<file path="src/rtl/rax_pkg.sv">
package rax_pkg;

  typedef enum logic [3:0] {
    OP_AND = 4'b0100,
    OP_ADD = 4'b0101,
    OP_DEC = 4'b0110,
    OP_DSZ = 4'b0111,
    OP_SUB = 4'b1010,
    OP_XOR = 4'b1011,
    OP_IOR = 4'b1111
  } rax_op_e;

  typedef struct packed {
    logic    legal;
    rax_op_e op;
    logic    to_reg;
  } rax_dec_t;

  localparam logic [1:0] RAX_PREFIX = 2'b01;

endpackage

</file>
<file path="src/rtl/rax_decode.sv">
module rax_decode
  import rax_pkg::*;
#(
  parameter int ADDR_W = 7,
  localparam int INSTR_W = ADDR_W + 7
) (
  input  logic [INSTR_W-1:0] instr,
  output rax_dec_t           dec,
  output logic [ADDR_W-1:0]  addr
);

  logic [1:0] prefix;
  logic [3:0] op_raw;
  logic       known;

  assign prefix = instr[INSTR_W-1:INSTR_W-2];
  assign op_raw = instr[INSTR_W-3:ADDR_W+1];
  assign addr   = instr[ADDR_W-1:0];

  always_comb begin
    unique case (op_raw)
      4'b0100, 4'b0101, 4'b0110, 4'b0111,
      4'b1010, 4'b1011, 4'b1111: known = 1'b1;
      default:                   known = 1'b0;
    endcase
  end

  always_comb begin
    dec.legal  = known && (prefix == RAX_PREFIX);
    dec.op     = rax_op_e'(op_raw);
    dec.to_reg = instr[ADDR_W];
  end

endmodule

</file>
<file path="src/rtl/rax_alu.sv">
module rax_alu
  import rax_pkg::*;
#(
  parameter int DATA_W = 8
) (
  input  rax_op_e           op,
  input  logic [DATA_W-1:0] acc,
  input  logic [DATA_W-1:0] opnd,
  output logic [DATA_W-1:0] res,
  output logic              z_new,
  output logic              c_new,
  output logic              dc_new,
  output logic              upd_z,
  output logic              upd_cdc,
  output logic              skip_hit
);

  localparam int NIB_W = 4;

  logic [DATA_W:0]  sum_w;
  logic [DATA_W:0]  dif_w;
  logic [NIB_W:0]   nsum_w;
  logic [NIB_W:0]   ndif_w;
  logic [DATA_W-1:0] dec_w;

  assign sum_w  = {1'b0, opnd} + {1'b0, acc};
  assign dif_w  = {1'b0, opnd} - {1'b0, acc};
  assign nsum_w = {1'b0, opnd[NIB_W-1:0]} + {1'b0, acc[NIB_W-1:0]};
  assign ndif_w = {1'b0, opnd[NIB_W-1:0]} - {1'b0, acc[NIB_W-1:0]};
  assign dec_w  = opnd - DATA_W'(1);

  always_comb begin
    res     = '0;
    c_new   = 1'b0;
    dc_new  = 1'b0;
    upd_z   = 1'b1;
    upd_cdc = 1'b0;
    unique case (op)
      OP_AND: res = opnd & acc;
      OP_XOR: res = opnd ^ acc;
      OP_IOR: res = opnd | acc;
      OP_DEC: res = dec_w;
      OP_DSZ: begin
        res   = dec_w;
        upd_z = 1'b0;
      end
      OP_ADD: begin
        res     = sum_w[DATA_W-1:0];
        c_new   = sum_w[DATA_W];
        dc_new  = nsum_w[NIB_W];
        upd_cdc = 1'b1;
      end
      OP_SUB: begin
        res     = dif_w[DATA_W-1:0];
        c_new   = ~dif_w[DATA_W];
        dc_new  = ~ndif_w[NIB_W];
        upd_cdc = 1'b1;
      end
      default: upd_z = 1'b0;
    endcase
  end

  assign z_new    = (res == '0);
  assign skip_hit = (op == OP_DSZ) && (dec_w == '0);

endmodule

</file>
<file path="src/rtl/rax_regfile.sv">
module rax_regfile #(
  parameter int DATA_W = 8,
  parameter int DEPTH  = 128,
  localparam int ADDR_W = $clog2(DEPTH)
) (
  input  logic              clk,
  input  logic              rst_n,
  input  logic              we,
  input  logic [ADDR_W-1:0] waddr,
  input  logic [DATA_W-1:0] wdata,
  input  logic [ADDR_W-1:0] raddr_a,
  output logic [DATA_W-1:0] rdata_a,
  input  logic [ADDR_W-1:0] raddr_b,
  output logic [DATA_W-1:0] rdata_b
);

  logic [DATA_W-1:0] mem_q [DEPTH];

  for (genvar g = 0; g < DEPTH; g++) begin : g_entry
    logic ent_en;
    assign ent_en = we && (waddr == ADDR_W'(g));
    always_ff @(posedge clk or negedge rst_n) begin
      if (!rst_n) begin
        mem_q[g] <= '0;
      end else if (ent_en) begin
        mem_q[g] <= wdata;
      end
    end
  end

  assign rdata_a = mem_q[raddr_a];
  assign rdata_b = mem_q[raddr_b];

endmodule

</file>
<file path="src/rtl/reg_alu_exec.sv">
module reg_alu_exec
  import rax_pkg::*;
#(
  parameter int DATA_W = 8,
  parameter int ADDR_W = 7,
  localparam int DEPTH   = 1 << ADDR_W,
  localparam int INSTR_W = ADDR_W + 7
) (
  input  logic               clk,
  input  logic               rst_n,
  input  logic               instr_valid_i,
  input  logic [INSTR_W-1:0] instr_i,
  output logic               skip_o,
  output logic [1:0]         cycles_o,
  output logic [DATA_W-1:0]  acc_o,
  output logic               zero_o,
  output logic               carry_o,
  output logic               dcarry_o,
  input  logic [ADDR_W-1:0]  rd_addr_i,
  output logic [DATA_W-1:0]  rd_data_o
);

  logic [1:0] rst_sync_q;
  logic       rst_int_n;

  always_ff @(posedge clk or negedge rst_n) begin
    if (!rst_n) rst_sync_q <= 2'b00;
    else        rst_sync_q <= {rst_sync_q[0], 1'b1};
  end
  assign rst_int_n = rst_sync_q[1];

  rax_dec_t          dec;
  logic [ADDR_W-1:0] op_addr;
  logic [DATA_W-1:0] opnd;
  logic [DATA_W-1:0] res;
  logic              z_new, c_new, dc_new, upd_z, upd_cdc, skip_hit;

  rax_decode #(.ADDR_W(ADDR_W)) u_dec (
    .instr (instr_i),
    .dec   (dec),
    .addr  (op_addr)
  );

  rax_alu #(.DATA_W(DATA_W)) u_alu (
    .op       (dec.op),
    .acc      (acc_o),
    .opnd     (opnd),
    .res      (res),
    .z_new    (z_new),
    .c_new    (c_new),
    .dc_new   (dc_new),
    .upd_z    (upd_z),
    .upd_cdc  (upd_cdc),
    .skip_hit (skip_hit)
  );

  logic exec;
  logic rf_we;

  assign exec  = instr_valid_i && dec.legal && !skip_o;
  assign rf_we = exec && dec.to_reg;

  rax_regfile #(.DATA_W(DATA_W), .DEPTH(DEPTH)) u_rf (
    .clk     (clk),
    .rst_n   (rst_int_n),
    .we      (rf_we),
    .waddr   (op_addr),
    .wdata   (res),
    .raddr_a (op_addr),
    .rdata_a (opnd),
    .raddr_b (rd_addr_i),
    .rdata_b (rd_data_o)
  );

  logic [DATA_W-1:0] acc_d;
  logic              z_d, c_d, dc_d, skip_d;
  logic [1:0]        cyc_d;
  logic              st_en;

  always_comb begin
    acc_d  = acc_o;
    z_d    = zero_o;
    c_d    = carry_o;
    dc_d   = dcarry_o;
    cyc_d  = cycles_o;
    skip_d = 1'b0;
    if (exec) begin
      if (!dec.to_reg) acc_d = res;
      if (upd_z)       z_d   = z_new;
      if (upd_cdc) begin
        c_d  = c_new;
        dc_d = dc_new;
      end
      skip_d = skip_hit;
      cyc_d  = skip_hit ? 2'd2 : 2'd1;
    end
  end

  assign st_en = exec || skip_o;

  always_ff @(posedge clk or negedge rst_int_n) begin
    if (!rst_int_n) begin
      acc_o    <= '0;
      zero_o   <= 1'b0;
      carry_o  <= 1'b0;
      dcarry_o <= 1'b0;
      cycles_o <= 2'd0;
      skip_o   <= 1'b0;
    end else if (st_en) begin
      acc_o    <= acc_d;
      zero_o   <= z_d;
      carry_o  <= c_d;
      dcarry_o <= dc_d;
      cycles_o <= cyc_d;
      skip_o   <= skip_d;
    end
  end

endmodule

</file>
<file path="config.mk">
export PLATFORM = sky130hd
export DESIGN_NAME = reg_alu_exec
export DESIGN_NICKNAME = d
export VERILOG_FILES = /design/src/rtl/rax_pkg.sv /design/src/rtl/rax_decode.sv /design/src/rtl/rax_alu.sv /design/src/rtl/rax_regfile.sv /design/src/rtl/reg_alu_exec.sv
export SDC_FILE = /design/constraint.sdc
export NUM_CORES = 2
export LEC_CHECK = 0
export BUFFER_PORTS_ARGS = -buffer_cell sky130_fd_sc_hd__buf_4
export CORE_MARGIN = 8
export CORE_UTILIZATION = 35
export CTS_CLUSTER_SIZE = 8
export DETAILED_ROUTE_END_ITERATION = 12
export MAX_ROUTING_LAYER = met4
export RECOVER_POWER = 50
export SLEW_MARGIN = 20
export SYNTH_ARGS = -nofsm -noshare
export SYNTH_HDL_FRONTEND = slang
export SYNTH_SLANG_ARGS = --single-unit
</file>
<file path="constraint.sdc">
create_clock -name clk -period 30.7 [get_ports clk]
set_input_delay 6.14 -clock clk [delete_from_list [all_inputs] [get_ports clk]]
set_output_delay 6.14 -clock clk [all_outputs]
set_load 0.05 [all_outputs]
</file>
Word level (Yosys, flattened, before mapping)
Cells that the tools add are included.
W data, S select, Z words.
{"block": "word_totals", "out_inout_bits": 22, "regBits": 1040, "wordCells": 445}
{"block": "classes", "n_eq_ne": 135, "order_cmp": 2, "n_reduce_logical": 146, "n_addsub": 5, "n_mux": 14, "n_bitwise": 8}
{"op": "$eq A7 B7 Y1 const B", "count": 64}
{"op": "$eq A7 B6 Y1 const B", "count": 32}
{"op": "$logic_and A1 B1 Y1", "count": 133}
{"op": "$bmux W8 S7", "count": 2}
{"op": "$eq A7 B5 Y1 const B", "count": 16}
{"op": "$eq A7 B4 Y1 const B", "count": 8}
{"op": "$pmux W8 S6", "count": 1}
{"op": "$mux W8", "count": 4}
{"op": "$eq A7 B3 Y1 const B", "count": 4}
{"op": "$eq A4 B3 Y1 const B", "count": 4}
{"op": "$ge A8 B8 Y1 const B", "count": 2}
{"op": "$logic_not A8 Y1", "count": 2}
{"op": "$not A7 Y8", "count": 2}
{"op": "$eq A7 B2 Y1 const B", "count": 2}
{"op": "$eq A4 B4 Y1 const B", "count": 3}
{"op": "$add A8 B8 Y9", "count": 1}
{"op": "$reduce_and A3 Y1", "count": 3}
{"op": "$sub A8 B8 Y9", "count": 1}
{"op": "$and A8 B8 Y8", "count": 1}
{"op": "$or A8 B8 Y8", "count": 1}
{"op": "$sub A8 B1 Y8 const B", "count": 1}
{"op": "$xor A8 B8 Y8", "count": 1}
{"op": "$eq A7 B1 Y1 const B", "count": 1}
{"op": "$logic_not A7 Y1", "count": 1}
{"op": "other kinds (13)", "count": 20}

Depth between registers and ports, before layout
{"block": "logic_depth", "word_depth": 8, "mapped_depth": 26}

Modules after synthesis
A second synthesis with hierarchy kept.
{"block": "hier_totals", "hier_cells": 3460, "hier_area_um2": 56610.5}
{"module": "rax_regfile", "area_each_um2": 54458.5, "cells_per_inst": 3206, "instances": 1}
{"module": "rax_alu", "area_each_um2": 1381.3, "cells_per_inst": 199, "instances": 1}
{"module": "reg_alu_exec", "area_each_um2": 646.9, "cells_per_inst": 39, "instances": 1}
{"module": "rax_decode", "area_each_um2": 123.9, "cells_per_inst": 16, "instances": 1}

Worst setup path before layout
Ideal clock, no wire load.
{"block": "synth_timing", "kind": "in2out", "start": "input rd_addr_i[0]", "end": "output rd_data_o[0]", "arrival_ns": 9.132, "cell_stages": 7, "setup_slack_ns": 15.428, "required_ns": 24.560, "n_path_buf": 3, "cell_sequence": "clkbuf_1 buf_1 buf_1 mux4_2 mux4_2 mux4_2 mux2_2"}
{"block": "synth_between", "elab_chain_cells": 4}
{"item": "from (decl)", "line": "reg_alu_exec.sv:19", "text": "input logic [ADDR_W-1:0] rd_addr_i,"}
{"item": "$not A7 Y8 (not written as such)", "line": "rax_regfile.sv:32", "text": "assign rdata_b = mem_q[raddr_b];"}
{"item": "$bmux W8 S7", "line": "rax_regfile.sv:32"}
{"item": "$mux W8 (not written as such) (2 in series)", "line": "rax_regfile.sv:32"}
{"item": "to (decl)", "line": "reg_alu_exec.sv:20", "text": "output logic [DATA_W-1:0] rd_data_o"}
No other way between the ends. The select of a mux whose other input is x is not followed.

Final worst setup path
{"block": "layout_timing", "start": "input rd_addr_i[0]", "end": "output rd_data_o[5]"}
The elaborated chain is that of the path after synthesis.

==> summary.txt <==
Status -> complete, but fails checks
Failing checks -> capacitance limit, slew limit
Syn_area_per_cell -> 11.23 µm²
Pin count of the biggest net entering global routing -> 171
Gr ovfl total -> 0
Tightest Pin Transition -> 8.611 ns
Layout cells sized above 1 -> 18.04%
Fin Setup TNS -> 0 ns
Max Buffers Root-to-Sink -> 3
Detailed placement HPWL -> 122400 µm
GP Congestion -> 0.9553
Max Cap Viol -> 14
Post-CTS Setup Bufs -> 0
CTS buffer count -> 147
Register area share after synthesis -> 47.46%
Synthesized instance count -> 4885
Share of the synthesized area in the top cell type -> 47.46%
Total Routed Length -> 189800 µm
Yosys top cell by area -> dfrtp_1
Worst hold start -> rst_sync_q[0]
Min-Delay Path Depth -> 0
Startpoint Class -> input pin
Final worst path period share -> 57.31%
Reg2Reg Depth -> 3
Util after Layout -> 38.71%
PD cells -> 53.55 nW/µm²
Ys Warns -> 0
Hold Crit Class -> flop to flop
Clock root cell -> clkbuf_16
Count of cell types in the netlist -> 83
Global Route Usage Sum -> 22.77%
Post-CTS Resized -> 0
Die Area -> 169600 µm²
Most numerous cell in the Yosys netlist -> nand2_1
# setup viols final -> 0
Global-route wire length before repair -> 279000 µm
CP arrival -> 11.45 ns
Die Ht -> 411.8 µm
Hold endpoint -> rst_sync_q[1]
Clock sinks -> 1040
Final worst setup slack -> 13.11 ns
Critical Path Sink Type -> output port
Port bufs -> 45
Post-DRT Antenna Nets -> 0
Fmax -> 56.84 MHz
Clock-pin slew on the worst setup and hold paths -> 0.05 ns
Crit path max fanout -> 51
Vias per inst -> 6.020
Final hold violation count -> 0
Final Critical Period -> 17.59 ns
DR WL/cell -> 27.94 µm
Setup WS pre-CTS -> 12.96 ns
Top cells by area, synth -> dfrtp_1, mux4_2, o21ai_0
R2R Path End -> u_rf.mem_q[556]
Post-route DRC -> 0
Syn Nets -> 4937
# H-tree levels -> 4
WS Path Type -> input pin to output port
Drt first pass iters -> 7
Hold_buf cts -> 0
Drt first-iter violations -> 5431
EDFF count, synth -> 0
Die W -> 411.8 µm
Leak -> 24.63 nW
Initial antenna violation count -> 10
Final slew viol count -> 1028
Max IR drop VDD -> 0.05605 mV
Top FF cell, synth -> dfrtp_1
Final Non-Filler Cells -> 6794
Number of global-route vias before repair -> 39480
Cells after DPL -> 6621
Core Area -> 155800 µm²
Required time of the critical path -> 24.56 ns
Area Overhead vs Synth -> 10.02%
R2R Setup Slk -> 15.31 ns
Register bit total from synthesis -> 1040
Layout Nets -> 4766
Initial Util -> 35.19%
Reg-to-reg startpoint -> rst_sync_q[1]
Clk_skew -> 0.02443 ns
Post-Synthesis Cell Area -> 54840 µm²
Synth cell count leaders -> nand2_1, o21ai_0, dfrtp_1, mux4_2, clkbuf_1
Rows -> 145
CTS tree -> yes
Via count -> 40900
Slew margin rel. -> -474.1%
I/O pin cnt -> 46
Worst skew pair latency -> 0.77 ns
RSZ-0062 raised after global routing -> no
Async S/R FF share, synth -> 100.0%
[critical path, stage by stage]
cell and delay [ns]:
buf_8 0.46, buf_4 0.81, buf_4 0.88, buf_4 0.80, mux4_2 0.61, mux4_2 0.55
mux4_2 0.50, mux2_2 0.35, buf_4 0.21
[placed cells by master, fill, tap and decap left out, types with 28 or more instances in the layout]
| cell type | instances |
|---|---|
| nand2_1 | 1205 |
| a22oi_1 | 54 |
| buf_4 | 82 |
| inv_1 | 28 |
| a21oi_1 | 30 |
| mux4_2 | 548 |
| o21ai_0 | 1042 |
| mux2i_1 | 139 |
| nor2_1 | 54 |
| clkbuf_16 | 152 |
| dfrtp_1 | 1040 |
[worst max-delay path by stage]
stage,start,end,slack (ns),depth (start not counted)
after floorplan,rst_sync_q[1],acc_o[0],13.83,0
after global placement,rd_addr_i[0],rd_data_o[2],13.04,9
after detailed placement,rd_addr_i[0],rd_data_o[5],12.96,9
after CTS,rd_addr_i[0],rd_data_o[5],12.97,9
after global routing,rst_sync_q[1],u_rf.mem_q[740],12.31,3
final,rd_addr_i[0],rd_data_o[5],13.11,9
[logic make-up after synthesis]
| logic type | after synthesis | synth area share, % |
|---|---|---|
| simple gates | 1377 | 9.976 |
| fa+ha+maj | 28 | 0.6663 |
| xor+xnor | 3 | 0.04793 |
| mux | 711 | 25.56 |
| compound gates | 1261 | 12.49 |
| other cells | 1 | 0.006839 |
| buf+inv | 464 | 3.792 |
| flops | 1040 | 47.46 |
[layout make-up]
class | count | area (µm²)
Timing Repair Buffer | 115 | 840.8
Inverter | 29 | 108.9
Antenna cell | 8 | 20.02
Sequential cell | 1040 | 26030
Fill cell | 14860 | 95510
Multi-Input combinational cell | 3381 | 26840
Tap cell | 2058 | 2575
Clock inverter | 10 | 117.6
Clock buffer | 153 | 3807
[report_power, final]
part | internal, mW | switching [mW]
Sequential | 1.39 | 0.0145
Clock | 0.868 | 0.595
Combinational | 0.0841 | 0.283
Total | 2.34 | 0.893
[state kept, by name (all words and copies together), names as in the netlist]
signal and cells:
zero_o 1, skip_o 1, carry_o 1, dcarry_o 1
cycles_o 2, u_rf.mem_q 1024, rst_sync_q 2, acc_o 8
[metal layers]
layer / wire (µm) / vias up / track usage [%] / share of wire (%)
met1: 73950 / 20630 / 29.20 / 39
met5: 0 / - / - / 0
li1: - / 17410 / - / -
met3: 19410 / 548 / 6.103 / 10
met2: 84020 / 2315 / 32.86 / 44
met4: 12460 / 0 / 12.52 / 6.6
[stage by stage]
| stage | total power [mW] | area [µm²] | hold WS (ns) |
|---|---|---|---|
| floorplan | 1.672 | 54840 | 0.3311 |
| detailed placement | 1.788 | 56480 | 0.3428 |
| CTS | 3.248 | 60400 | 0.3467 |
| finish | 3.231 | 60330 | 0.3422 |
| global placement | 1.785 | 56480 | 0.3367 |
| global route | 3.328 | 60320 | 0.3450 |
No activity file was read; power rests on OpenSTA's default activity.
